==> src/rtl/rmw_pkg.sv <==
package rmw_pkg;

  localparam int BYTE_W = 8;

  typedef enum logic [2:0] {
    OP_NONE,
    OP_TST,
    OP_AND,
    OP_XOR,
    OP_OR,
    OP_TAS
  } op_e;

  typedef enum logic [2:0] {
    S_IDLE,
    S_RD,
    S_EXE,
    S_EXE2,
    S_WR,
    S_TFL
  } state_e;

  function automatic logic [BYTE_W-1:0] rmw_apply(
    input op_e               op,
    input logic [BYTE_W-1:0] rd,
    input logic [BYTE_W-1:0] imm
  );
    case (op)
      OP_AND:  return rd & imm;
      OP_XOR:  return rd ^ imm;
      OP_OR:   return rd | imm;
      OP_TAS:  return rd | {1'b1, {(BYTE_W-1){1'b0}}};
      default: return rd;
    endcase
  endfunction

  function automatic logic rmw_tzero(
    input op_e               op,
    input logic [BYTE_W-1:0] rd,
    input logic [BYTE_W-1:0] imm
  );
    if (op == OP_TAS) return (rd == '0);
    return ((rd & imm) == '0);
  endfunction

  function automatic logic op_sets_t(input op_e op);
    return (op == OP_TST) || (op == OP_TAS);
  endfunction

endpackage

==> src/rtl/rmw_decode.sv <==
module rmw_decode
  import rmw_pkg::*;
#(
  parameter int AW = 32
) (
  input  logic [15:0]       insn,
  input  logic [AW-1:0]     r0,
  input  logic [AW-1:0]     gbr,
  input  logic [AW-1:0]     rn,
  output op_e               op,
  output logic [BYTE_W-1:0] imm,
  output logic [AW-1:0]     addr
);

  always_comb begin
    casez (insn)
      16'b11001100_????????: op = OP_TST;
      16'b11001101_????????: op = OP_AND;
      16'b11001110_????????: op = OP_XOR;
      16'b11001111_????????: op = OP_OR;
      16'b0100????_00011011: op = OP_TAS;
      default:               op = OP_NONE;
    endcase
  end

  assign imm  = insn[BYTE_W-1:0];
  // the sum is truncated to AW bits, giving wrap-around
  assign addr = (op == OP_TAS) ? rn : (r0 + gbr);

endmodule

==> src/rtl/rmw_bus_arb.sv <==
module rmw_bus_arb (
  input  logic clk,
  input  logic rst_n,
  input  logic want_bus,
  input  logic lock,
  input  logic dma_req,
  input  logic ext_req,
  output logic dma_gnt,
  output logic ext_gnt,
  output logic own_gnt
);

  // priority: external release, then DMA (unless locked), then sequencer
  assign ext_gnt = ext_req;
  assign dma_gnt = dma_req && !ext_req && !lock;
  assign own_gnt = want_bus && !ext_req && !(dma_req && !lock);

  p_lock_nodma_r7: assert property (@(posedge clk) disable iff (!rst_n)
    (lock && dma_req) |-> !dma_gnt);

  p_ext_honor_r8: assert property (@(posedge clk) disable iff (!rst_n)
    ext_req |-> (ext_gnt && !own_gnt));

  p_grant_onehot_r9: assert property (@(posedge clk) disable iff (!rst_n)
    $onehot0({own_gnt, dma_gnt, ext_gnt}));

endmodule

==> src/rtl/byte_rmw_seq.sv <==
module byte_rmw_seq
  import rmw_pkg::*;
#(
  parameter int AW = 32
) (
  input  logic              clk,
  input  logic              rst_n,
  input  logic              cmd_valid,
  output logic              cmd_ready,
  input  logic [15:0]       cmd_insn,
  input  logic [AW-1:0]     cmd_r0,
  input  logic [AW-1:0]     cmd_gbr,
  input  logic [AW-1:0]     cmd_rn,
  output logic [AW-1:0]     mem_addr,
  output logic              mem_rd,
  output logic              mem_wr,
  output logic [BYTE_W-1:0] mem_wdata,
  input  logic [BYTE_W-1:0] mem_rdata,
  input  logic              mem_ready,
  input  logic              dma_req,
  output logic              dma_gnt,
  input  logic              ext_req,
  output logic              ext_gnt,
  output logic              bus_lock,
  output logic              done,
  output logic              t_we,
  output logic              t_val
);

  state_e            st_q, st_d;
  op_e               op_q;
  logic [BYTE_W-1:0] imm_q, rbuf_q, wbuf_q;
  logic [AW-1:0]     addr_q;
  logic              t_q;

  op_e               dec_op;
  logic [BYTE_W-1:0] dec_imm;
  logic [AW-1:0]     dec_addr;

  rmw_decode #(.AW(AW)) u_dec (
    .insn (cmd_insn),
    .r0   (cmd_r0),
    .gbr  (cmd_gbr),
    .rn   (cmd_rn),
    .op   (dec_op),
    .imm  (dec_imm),
    .addr (dec_addr)
  );

  logic want_bus, own_gnt, lock, phase_ok, accept;

  assign want_bus = (st_q == S_RD) || (st_q == S_WR);
  assign lock     = (op_q == OP_TAS) && (st_q inside {S_EXE, S_EXE2, S_WR});

  rmw_bus_arb u_arb (
    .clk      (clk),
    .rst_n    (rst_n),
    .want_bus (want_bus),
    .lock     (lock),
    .dma_req  (dma_req),
    .ext_req  (ext_req),
    .dma_gnt  (dma_gnt),
    .ext_gnt  (ext_gnt),
    .own_gnt  (own_gnt)
  );

  assign cmd_ready = (st_q == S_IDLE);
  assign accept    = cmd_valid && cmd_ready;
  assign mem_rd    = own_gnt && (st_q == S_RD);
  assign mem_wr    = own_gnt && (st_q == S_WR);
  assign phase_ok  = own_gnt && mem_ready;
  assign mem_addr  = addr_q;
  assign mem_wdata = wbuf_q;
  assign bus_lock  = lock;
  assign done      = ((st_q == S_WR) && phase_ok) || (st_q == S_TFL);
  assign t_we      = done && op_sets_t(op_q);
  assign t_val     = t_q;

  always_comb begin
    st_d = st_q;
    case (st_q)
      S_IDLE: if (accept && dec_op != OP_NONE) st_d = S_RD;
      S_RD:   if (phase_ok) st_d = S_EXE;
      S_EXE: begin
        if (op_q == OP_TST)      st_d = S_TFL;
        else if (op_q == OP_TAS) st_d = S_EXE2;
        else                     st_d = S_WR;
      end
      S_EXE2: st_d = S_WR;
      S_WR:   if (phase_ok) st_d = S_IDLE;
      S_TFL:  st_d = S_IDLE;
      default: st_d = S_IDLE;
    endcase
  end

  always_ff @(posedge clk or negedge rst_n) begin
    if (!rst_n) begin
      st_q   <= S_IDLE;
      op_q   <= OP_NONE;
      imm_q  <= '0;
      rbuf_q <= '0;
      wbuf_q <= '0;
      addr_q <= '0;
      t_q    <= 1'b0;
    end else begin
      st_q <= st_d;
      if (accept) begin
        op_q   <= dec_op;
        imm_q  <= dec_imm;
        addr_q <= dec_addr;
      end
      if ((st_q == S_RD) && phase_ok) rbuf_q <= mem_rdata;
      if (st_q == S_EXE) begin
        wbuf_q <= rmw_apply(op_q, rbuf_q, imm_q);
        if (op_sets_t(op_q)) t_q <= rmw_tzero(op_q, rbuf_q, imm_q);
      end
    end
  end

  p_ready_idle_r1: assert property (@(posedge clk) disable iff (!rst_n)
    cmd_ready |-> (!mem_rd && !mem_wr && !done));

  p_tst_nowr_r3: assert property (@(posedge clk) disable iff (!rst_n)
    (op_q == OP_TST && st_q != S_IDLE) |-> !mem_wr);

  p_tas_bit7_r4: assert property (@(posedge clk) disable iff (!rst_n)
    (mem_wr && op_q == OP_TAS) |-> mem_wdata[BYTE_W-1]);

  p_addr_hold_r6: assert property (@(posedge clk) disable iff (!rst_n)
    ((mem_rd || mem_wr) && !mem_ready) |=> $stable(mem_addr));

  p_strobe_excl_r6: assert property (@(posedge clk) disable iff (!rst_n)
    !(mem_rd && mem_wr));

  p_done_pulse_r12: assert property (@(posedge clk) disable iff (!rst_n)
    done |=> !done);

  p_twe_done_r12: assert property (@(posedge clk) disable iff (!rst_n)
    t_we |-> done);

endmodule

==> config.mk <==
export PLATFORM = sky130hd
export DESIGN_NAME = byte_rmw_seq
export DESIGN_NICKNAME = d
export VERILOG_FILES = /design/src/rtl/rmw_pkg.sv /design/src/rtl/rmw_decode.sv /design/src/rtl/rmw_bus_arb.sv /design/src/rtl/byte_rmw_seq.sv
export SDC_FILE = /design/constraint.sdc
export NUM_CORES = 1
export LEC_CHECK = 0
export ABC_AREA = 1
export BUFFER_PORTS_ARGS = -buffer_cell sky130_fd_sc_hd__buf_2
export CORE_MARGIN = 4
export CORE_UTILIZATION = 53
export DETAILED_ROUTE_END_ITERATION = 16
export PLACE_DENSITY = 0.82
export SYNTH_ARGS = -nofsm -noshare
export SYNTH_HDL_FRONTEND = slang
export SYNTH_SLANG_ARGS = --single-unit
==> constraint.sdc <==
create_clock -name clk -period 1.9 [get_ports clk]
set_input_delay 0.38 -clock clk [delete_from_list [all_inputs] [get_ports clk]]
set_output_delay 0.38 -clock clk [all_outputs]
set_load 0.005 [all_outputs]
==> flow_summary.toml, run 1 <==
[synth]
synth.avg_cell_area_sq_um = 6.35
synth_nets = 1102
ys_seq_elements = 63
ys.flop_type = "dfrtp_1"
yosys_warnings = 0
synth_area_sq_um = 5890
synthesis.instances = 928
synth_cell_types = 45
synth-edff-count = 0
async_flop_share_pct = 100
yosysSeqAreaShare_pct = 26.8

[layout]
final_common_cell = "nand2_1"
layout_common_cells = "328 x nand2_1, 173 x buf_2, 166 x inv_1, 68 x nand3_1, 67 x buf_4"
n_antenna_cell = 0
area_growth_pct = 31.2
drive_above_1_share_pct = 26.6
fin_nets = 1346

[floorplanning]
num_io_pins = 175
die_x_microns = 113
die_h_microns = 113
core_sq_um = 10800
rows = 38
fp.dieArea_sq_um = 12900
initial_core_util_pct = 54.4

[route]
firstDrtPassIters = 5
via_count = 6826
detail-route-antenna-nets = 0
drtIter0Drc = 623
routed_wl_microns = 18400
drc = 0
vias_per_cell = 5.18
post_drt_wl_per_cell_microns = 14.0

[place]
place.gp.congestion = 0.927
post-place-ws_ns = -0.171
io_buffers = 174
dp_hpwl_microns = 14300

[sta]
tns_ns = -1.42
slew_viol_final = 0
finClkSkew_ns = 0.00632
worst_slack_ns = -0.358
fmax_ghz = 0.443
rsz0062_at_grt = "true"
fin_crit_ns = 2.26
setup_viol = 10
relSlewSlack_pct = 64.9
finalCritPeriodShare_pct = 119
finalHoldViolCount = 0
worstMarginPinSlew_ns = 0.522

[worst_hold_path]
hold_path_class = "in2reg"
holdPathEnd = "rbuf_q[2]"
hp-start = "mem_rdata[2]"
worstHoldPathCells = 3

[worst_setup_path]
arrival_ns = 1.88
r2r_end = "mem_addr[0]"
r2r-start = "st_q[1]"
reg2reg_setup_slack_ns = -0.04
rr_worst_depth = 11
worstSetupStartpointType = "flop"
critPathKind = "reg2out"
worstSetupStartpoint = "st_q[2]"
cp_max_fo = 5
cp.required_ns = 1.52
worstSetupEndpointType = "primary output"

[clock_network]
h-tree-depth = 3
clkSinkCount = 63
path_clk_slew_ns = 0.07
cts_max_path_buffers = 2
cts_buffers = 9
cts_root_buf = "clkbuf_8"
clkLatencyLatePin_ns = 0.35
tritoncts = "yes"

[run]
max_cap_violations = 0

[global_routing]
use_met3_pct = 4.99
grt_util_all_layers_pct = 27.6
grt_overflow_total = 0
met2_usage_pct = 46.3
grt.busiest_layer = "met2"
grt_pass1_vias = 6321
grt_antenna_before_repair = 0
grt_pass1_wl_microns = 29000
grt_use_met1_pct = 36.3
grt_max_degree = 45

[power_and_ir_drop]
power_leakage_nw = 4.71
powerDensity_nw_per_um2 = 1010
vdd_drop_max_uv = 709

[status]
failed_checks = "negative setup slack"
status = "finished, violations left"
[state kept, by name (all words and copies together), names as in the netlist]
| signal | count |
|---|---|
| mem_addr | 32 |
| st_q | 3 |
| rbuf_q | 8 |
| mem_wdata | 8 |
| op_q | 3 |
| t_val | 1 |
| imm_q | 8 |
[per-layer routing]
metal | vias up | wire [microns]
met1 | 3105 | 7870
li1 | 3400 | -
met4 | 0 | 525
met2 | 274 | 8600
met5 | - | 0
met3 | 47 | 1380
[power breakdown]
| group | total (mW) | internal (mW) | switching, mW |
|---|---|---|---|
| sequential | 2.44 | 1.97 | 0.470 |
| clock | 1.13 | 0.615 | 0.520 |
| combinational | 4.24 | 1.87 | 2.37 |
| total | 7.81 | 4.45 | 3.36 |
[through the flow]
step           utilization [%]  power [mW]  cells  hold slack [ns]  cell area, sq um
3_3_place_gp              67.1        6.08   1281            0.361              7270
6_report                  71.3        7.81   1317            0.269              7730
2_1_floorplan                -        4.75    928           0.0844              5900
4_1_cts                   69.8        7.52   1309            0.261              7570
3_5_place_dp              67.1        6.23   1281            0.373              7270
5_1_grt                   71.3        8.45   1317            0.272              7730
[cell type report]
cell class                 instances  area [sq um]
sequential                        63          1580
clock buffer                      14           183
inverter                         175           662
fill                             950          3110
tap                              140           175
timing repair buffer             248          1480
clock inverter                     2          12.5
multi-input combinational        675          3640
[synth_stat cells (2+ instances only)]
master / count / area [sq um]
buf_4: 4 / 30.0
nor2_1: 60 / 225
o21ai_1: 10 / 50.1
o21ai_2: 2 / 17.5
inv_1: 168 / 631
xnor2_1: 9 / 78.8
inv_2: 6 / 22.5
buf_2: 8 / 40.0
o21bai_1: 4 / 30.0
a21oi_1: 40 / 200
a21boi_1: 3 / 22.5
o21ai_0: 24 / 120
nor3_1: 5 / 25.0
o22ai_1: 6 / 37.5
nand2_2: 2 / 12.5
a21o_1: 2 / 15.0
o211ai_1: 6 / 45.0
xor2_1: 5 / 43.8
nand4_1: 3 / 18.8
nor4_1: 4 / 25.0
ha_1: 47 / 588
a2bb2oi_1: 12 / 105
or2_2: 5 / 31.3
nor2_2: 3 / 18.8
nand3_1: 68 / 340
nand2_4: 3 / 33.8
dfrtp_1: 63 / 1580
a21oi_2: 8 / 70.1
nor2_4: 4 / 45.0
nand2_1: 329 / 1230
[worst max path at each step]
stage / end / slack (ns) / cells after the start
floorplan: mem_addr[12] / 0.04 / 9
global placement: mem_addr[30] / -0.13 / 14
detailed placement: mem_addr[12] / -0.17 / 10
CTS: t_we / -0.25 / 10
global route: t_we / -0.43 / 8
finish: t_we / -0.36 / 8
[cells by family after synthesis]
| logic type | count (synthesis) | synth area share, % |
|---|---|---|
| simple gates | 492 | 35.3 |
| buf+inv | 191 | 13.0 |
| compound gates | 120 | 12.6 |
| flops | 63 | 26.8 |
| fa+ha+maj | 48 | 10.3 |
| xor+xnor | 14 | 2.08 |
[repair_timing]
item / 4_1_cts / 5_1_grt
hold buffers: 1 / 0
hold endpoints to repair: 9 / 0
setup buffers: 11 / 8
endpoints found under the setup margin: 3 / 17
cloned: 0 / 1
resized for setup: 3 / 25
pin swaps: 6 / 6
[worst max-delay path, stage by stage, from the launching register on]
cell and delay [ns]:
dfrtp_2 0.47, nor2_2 0.26, o21ai_4 0.10, nand2_4 0.09, nand2_4 0.05, nor3b_4 0.21
nand2_2 0.09, a21oi_2 0.13, buf_2 0.13
Power figures use the tool's default switching activity.
==> run 2: changes to the inputs <==
--- a/config.mk
+++ b/config.mk
@@ -11,6 +11,7 @@
 export CORE_UTILIZATION = 53
 export DETAILED_ROUTE_END_ITERATION = 16
 export PLACE_DENSITY = 0.82
+export SKIP_LAST_GASP = 1
 export SYNTH_ARGS = -nofsm -noshare
 export SYNTH_HDL_FRONTEND = slang
 export SYNTH_SLANG_ARGS = --single-unit
==> constraint.sdc (replaced) <==
create_clock -name clk -period 1.9 [get_ports clk]
set_input_delay 0.095 -clock clk [delete_from_list [all_inputs] [get_ports clk]]
set_output_delay 0.095 -clock clk [all_outputs]
set_load 0.005 [all_outputs]
==> run 2 against run 1 <==
Against the previous run: the run still ends with negative setup slack left; via count is 2.7% lower; count of clock-buffer cells in the layout fell by 3; global-route usage barely moved; highest routed layer unchanged; flip-flop and latch count unchanged; final cell count down 2.6%; combinational power fell by 7.1%; critical path type unchanged; clock power is essentially flat; fmax up 19%; first-iteration DRC count fell by 20%.
==> flow_summary.toml, run 2 (synthesis results as in run 1) <==
[route]
drtIter0Drc = 498
drc = 0
post_drt_wl_per_cell_microns = 14.0
via_count = 6640
routed_wl_microns = 17900
detail-route-antenna-nets = 0
vias_per_cell = 5.18
firstDrtPassIters = 6

[layout]
largest_reg_flops = 32
fin_nets = 1312
final_common_cell = "nand2_1"
layout_common_cells = "328 x nand2_1, 174 x buf_2, 167 x inv_1, 67 x nand3_1, 62 x dfrtp_1"
n_antenna_cell = 0
area_growth_pct = 26.2
drive_above_1_share_pct = 22.7

[worst_hold_path]
hp-start = "cmd_rn[1]"
hold_path_class = "in2reg"
holdPathEnd = "mem_addr[1]"
worstHoldPathCells = 3

[floorplanning]
fp.dieArea_sq_um = 12900
core_sq_um = 10800
die_h_microns = 113
rows = 38
initial_core_util_pct = 54.4
num_io_pins = 175
die_x_microns = 113

[power_and_ir_drop]
power_leakage_nw = 4.53
powerDensity_nw_per_um2 = 1010
power.total_mw = 7.52
vdd_drop_max_uv = 605

[clock_network]
tritoncts = "yes"
cts_root_buf = "clkbuf_8"
clkLatencyLatePin_ns = 0.35
cts_buffers = 9
cts_max_path_buffers = 2
h-tree-depth = 3
path_clk_slew_ns = 0.08
clkSinkCount = 63

[sta]
finClkSkew_ns = 0.0151
hold_slack_ns = 0.00342
fin_crit_ns = 1.90
slew_viol_final = 0
setup_viol = 1
worstMarginPinSlew_ns = 0.600
finalHoldViolCount = 0
finalCritPeriodShare_pct = 100
tns_ns = -0.00498
fmax_ghz = 0.525
relSlewSlack_pct = 59.0
worst_slack_ns = -0.00498
rsz0062_at_grt = "true"

[global_routing]
grt_antenna_before_repair = 0
grt_overflow_total = 0
grt_pass1_vias = 6227
grt_max_degree = 64
grt_pass1_wl_microns = 28800
grt_util_all_layers_pct = 27.6

[worst_setup_path]
reg2reg_setup_slack_ns = 0.11
cp_max_fo = 5
arrival_ns = 1.81
rr_worst_depth = 5
worstSetupStartpointType = "flop"
cp.required_ns = 1.80
r2r-start = "op_q[0]"
critPathKind = "reg2out"
r2r_end = "mem_wdata[7]"
worstSetupEndpointType = "primary output"

[place]
dp_hpwl_microns = 13900
post-place-ws_ns = -0.00586
io_buffers = 174
place.gp.congestion = 0.930

[status]
status = "finished, violations left"
failed_checks = "negative setup slack"

[run]
max_cap_violations = 0
-- run 2: cell count changes in the layout (fill, tap and decap cells not counted), moves of 2 or more --
cell / before / now
buf_4: 67 / 23
dlygate4sd3_1: 1 / 15
clkbuf_8: 13 / 9
buf_6: 4 / 1
nand2_8: 2 / 0
nor2_1: 56 / 58
-- run 2: how the worst max path moves through the flow --
stage | start | endpoint | slack, ns | cells after the start
after CTS | st_q[1] | t_we | -0.001 | 10
final | st_q[2] | t_we | -0.005 | 9
after detailed placement | cmd_r0[0] | mem_addr[12] | -0.006 | 10
after global placement | cmd_r0[0] | mem_addr[12] | 0.03 | 10
after floorplan | cmd_r0[0] | mem_addr[12] | 0.26 | 9
after global routing | st_q[2] | t_we | -0.10 | 9
-- run 2: critical path, stage by stage (launching register included) --
cell,delay (ns)
dfrtp_2,0.46
inv_2,0.09
nor2_4,0.14
o21ai_2,0.09
nand2_4,0.08
nand2_4,0.07
nor3b_4,0.20
nand2_2,0.08
a21oi_2,0.13
buf_2,0.12
-- run 2: timing repair --
action / 4_1_cts / 5_1_grt
hold buffers: 15 / 0
endpoints found under the setup margin: 2 / 2
pin swaps: 3 / 3
resized for setup: 4 / 8
buffers inserted: 8 / 2
endpoints found under the hold margin: 77 / 0
-- run 2: metal layers --
| metal | part of all wire, % | track usage, % | wire [microns] | vias up |
|---|---|---|---|---|
| li1 | - | - | - | 3332 |
| met1 | 42 | 34.7 | 7630 | 3019 |
| met2 | 47 | 47.0 | 8440 | 249 |
| met3 | 7.7 | 6.31 | 1390 | 40 |
| met4 | 2.7 | 9.05 | 493 | 0 |
| met5 | 0 | 0 | 0 | - |
-- run 2: final cells by class --
cell class / count / area (sq um)
clock buffers: 11 / 131
clock inverters: 5 / 58.8
fillers: 960 / 3410
inverters: 175 / 657
multi-input cells: 674 / 3590
flip-flops and latches: 63 / 1580
well taps: 140 / 175
repair buffers: 215 / 1240
-- run 2: stage by stage --
| stage | area (sq um) | cells | util, % |
|---|---|---|---|
| CTS | 7390 | 1281 | 68.2 |
| finish | 7430 | 1283 | 68.6 |
| global route | 7430 | 1283 | 68.6 |
| floorplan | 5890 | 928 | - |
| global placement | 6980 | 1242 | 64.3 |
| detailed placement | 6980 | 1242 | 64.3 |
-- run 2: power breakdown --
part | internal (mW) | switching [mW] | total, mW
clock network | 0.606 | 0.551 | 1.16
logic | 1.67 | 2.28 | 3.94
registers | 1.97 | 0.455 | 2.42
==> run 3: changes to the inputs <==
--- a/config.mk
+++ b/config.mk
@@ -8,9 +8,8 @@
 export ABC_AREA = 1
 export BUFFER_PORTS_ARGS = -buffer_cell sky130_fd_sc_hd__buf_2
 export CORE_MARGIN = 4
-export CORE_UTILIZATION = 53
+export CORE_UTILIZATION = 25
 export DETAILED_ROUTE_END_ITERATION = 16
-export PLACE_DENSITY = 0.82
 export SKIP_LAST_GASP = 1
 export SYNTH_ARGS = -nofsm -noshare
 export SYNTH_HDL_FRONTEND = slang
==> run 3 against run 2 <==
Against the previous run: the run now ends clean; setup slack better by 0.035 ns; first-iteration DRC count is 21% lower; count of clock-buffer cells in the layout up 2; total power is 5.3% higher; global-route usage decreased by 12 points; flip-flop and latch count unchanged; critical endpoint unchanged; critical path depth is 1 higher.
==> flow_summary.toml, run 3 (synthesis results as in run 1) <==
[status]
status = "finished clean"

[clock_network]
clkLatencyLatePin_ns = 0.33
path_clk_slew_ns = 0.06
h-tree-depth = 3
cts_buffers = 9
cts_max_path_buffers = 2
tritoncts = "yes"
cts_root_buf = "clkbuf_16"
clkSinkCount = 63

[route]
detail-route-antenna-nets = 0
vias_per_cell = 4.47
met3_length_microns = 1350
drt-met1-wl_microns = 9320
firstDrtPassIters = 7
via_count = 6484
drtIter0Drc = 391
top_layer_used = "met4"
routed_wl_microns = 20100
wl_met2_microns = 9020
post_drt_wl_per_cell_microns = 13.9
drc = 0

[floorplanning]
core_sq_um = 22900
rows = 55
num_io_pins = 175
die_h_microns = 162
die_x_microns = 162
initial_core_util_pct = 25.7
fp.dieArea_sq_um = 26100

[layout]
largest_reg_flops = 32
n_antenna_cell = 0
area_growth_pct = 30.6
fin_nets = 1308
regArea_sq_um = 1580
layout_common_cells = "328 x nand2_1, 174 x buf_2, 167 x inv_1, 68 x nand3_1, 62 x dfrtp_1"
fill_cells = 2572
layout.cells.non_filler = 1452
multi_input_area_sq_um = 3580
drive_above_1_share_pct = 23.4
final_common_cell = "nand2_1"

[sta]
finClkSkew_ns = 0.00630
relSlewSlack_pct = 62.3
setup_viol = 0
finalCritPeriodShare_pct = 98.4
fin_crit_ns = 1.87
worstMarginPinSlew_ns = 0.564
finalHoldViolCount = 0
hold_slack_ns = 0.00900
slew_viol_final = 0
fmax_ghz = 0.535
rsz0062_at_grt = "true"

[worst_setup_path]
cp.required_ns = 1.80
cp_max_fo = 3
worstSetupStartpointType = "flop"
arrival_ns = 1.77
worstSetupEndpointType = "primary output"
critPathKind = "reg2out"

[power_and_ir_drop]
swShare_pct = 42.0
clockPowerShare_pct = 19.6
combPwrFrac_pct = 49.9
p_switching_mw = 3.32
p_int_mw = 4.60
power.total_mw = 7.92
vdd_drop_max_uv = 464
seqPwrFrac_pct = 30.5
powerDensity_nw_per_um2 = 1030
power_leakage_nw = 4.57

[global_routing]
grt_pass1_wl_microns = 31900
grt_overflow_total = 0
grt_pass1_vias = 6351
grt_max_degree = 64
grt_util_all_layers_pct = 15.1
grt_antenna_before_repair = 0

[place]
dp_hpwl_microns = 16300
place.gp.congestion = 0.862
dpl.cell_count = 1422
io_buffers = 174

[worst_hold_path]
hold_path_class = "in2reg"

[run]
max_cap_violations = 0
[run 3: cell count changes in the layout (fill, tap and decap cells not counted), sizes merged]
cell and change:
buf +8, bufinv -1, dlygate4sd3 -12, clkinvlp -1, clkbuf +2
[run 3: what timing repair did]
| action | CTS | global route |
|---|---|---|
| setup buffers | 6 | 5 |
| pin swaps | 3 | 4 |
| setup endpoints to repair | 2 | 2 |
| gates resized for setup | 3 | 6 |
| endpoints found under the hold margin | 65 | 0 |
| hold buffers | 3 | 0 |
[run 3: worst max-delay path: stages (launching register included)]
cell and delay, ns:
dfrtp_1 0.41, inv_2 0.11, nand2_4 0.06, nor2_4 0.12
o21ai_4 0.07, nand2_4 0.09, nand2_4 0.07, nor3b_4 0.20
nand2_2 0.08, a21oi_2 0.11, buf_2 0.12
[run 3: stage by stage]
stage,area (sq um),setup WS [ns],TNS (ns),util (%)
after global placement,7270,-0.0155,-0.0155,31.7
after detailed placement,7270,-0.0523,-0.119,31.7
after global routing,7690,-0.0764,-0.0909,33.6
after CTS,7630,-0.0485,-0.0485,33.3
after floorplan,5890,0.257,0,-
final,7690,0.0300,0,33.6
[run 3: layout make-up]
type	instances	share of cell area [%]
clock inverter	3	0.228
clock buffer	13	3.38
timing repair buffer	211	15.7
multi-input combinational	674	46.6
sequential	63	20.5
tap	313	5.09
inverter	175	8.54
[run 3: per-layer routing]
metal,up-vias,GRT usage (%)
li1,3318,-
met1,2920,20.4
met2,218,24.8
met3,28,2.78
met4,0,4.30
met5,-,0
[run 3: final timing paths]
check                        startpoint            to  slack, ns  cells after the start
min in group asynchronous         rst_n      imm_q[0]       0.31                      3
max in group asynchronous         rst_n     rbuf_q[4]       1.29                      3
max                             st_q[1]          t_we       0.03                     10
min reg2reg                mem_addr[25]  mem_addr[25]       0.47                      2
min                        mem_rdata[3]     rbuf_q[3]      0.009                      3
max reg2reg                     st_q[1]   mem_addr[2]       0.24                      8
[run 3: power groups by stage]
| stage | clock [mW] | combinational, mW | sequential (mW) |
|---|---|---|---|
| after global placement | 0 | 3.79 | 2.42 |
| after CTS | 1.60 | 3.95 | 2.40 |
| after floorplan | 0 | 2.40 | 2.35 |
| after detailed placement | 0 | 3.87 | 2.41 |
| after global routing | 1.66 | 4.49 | 2.49 |
| final | 1.55 | 3.95 | 2.41 |
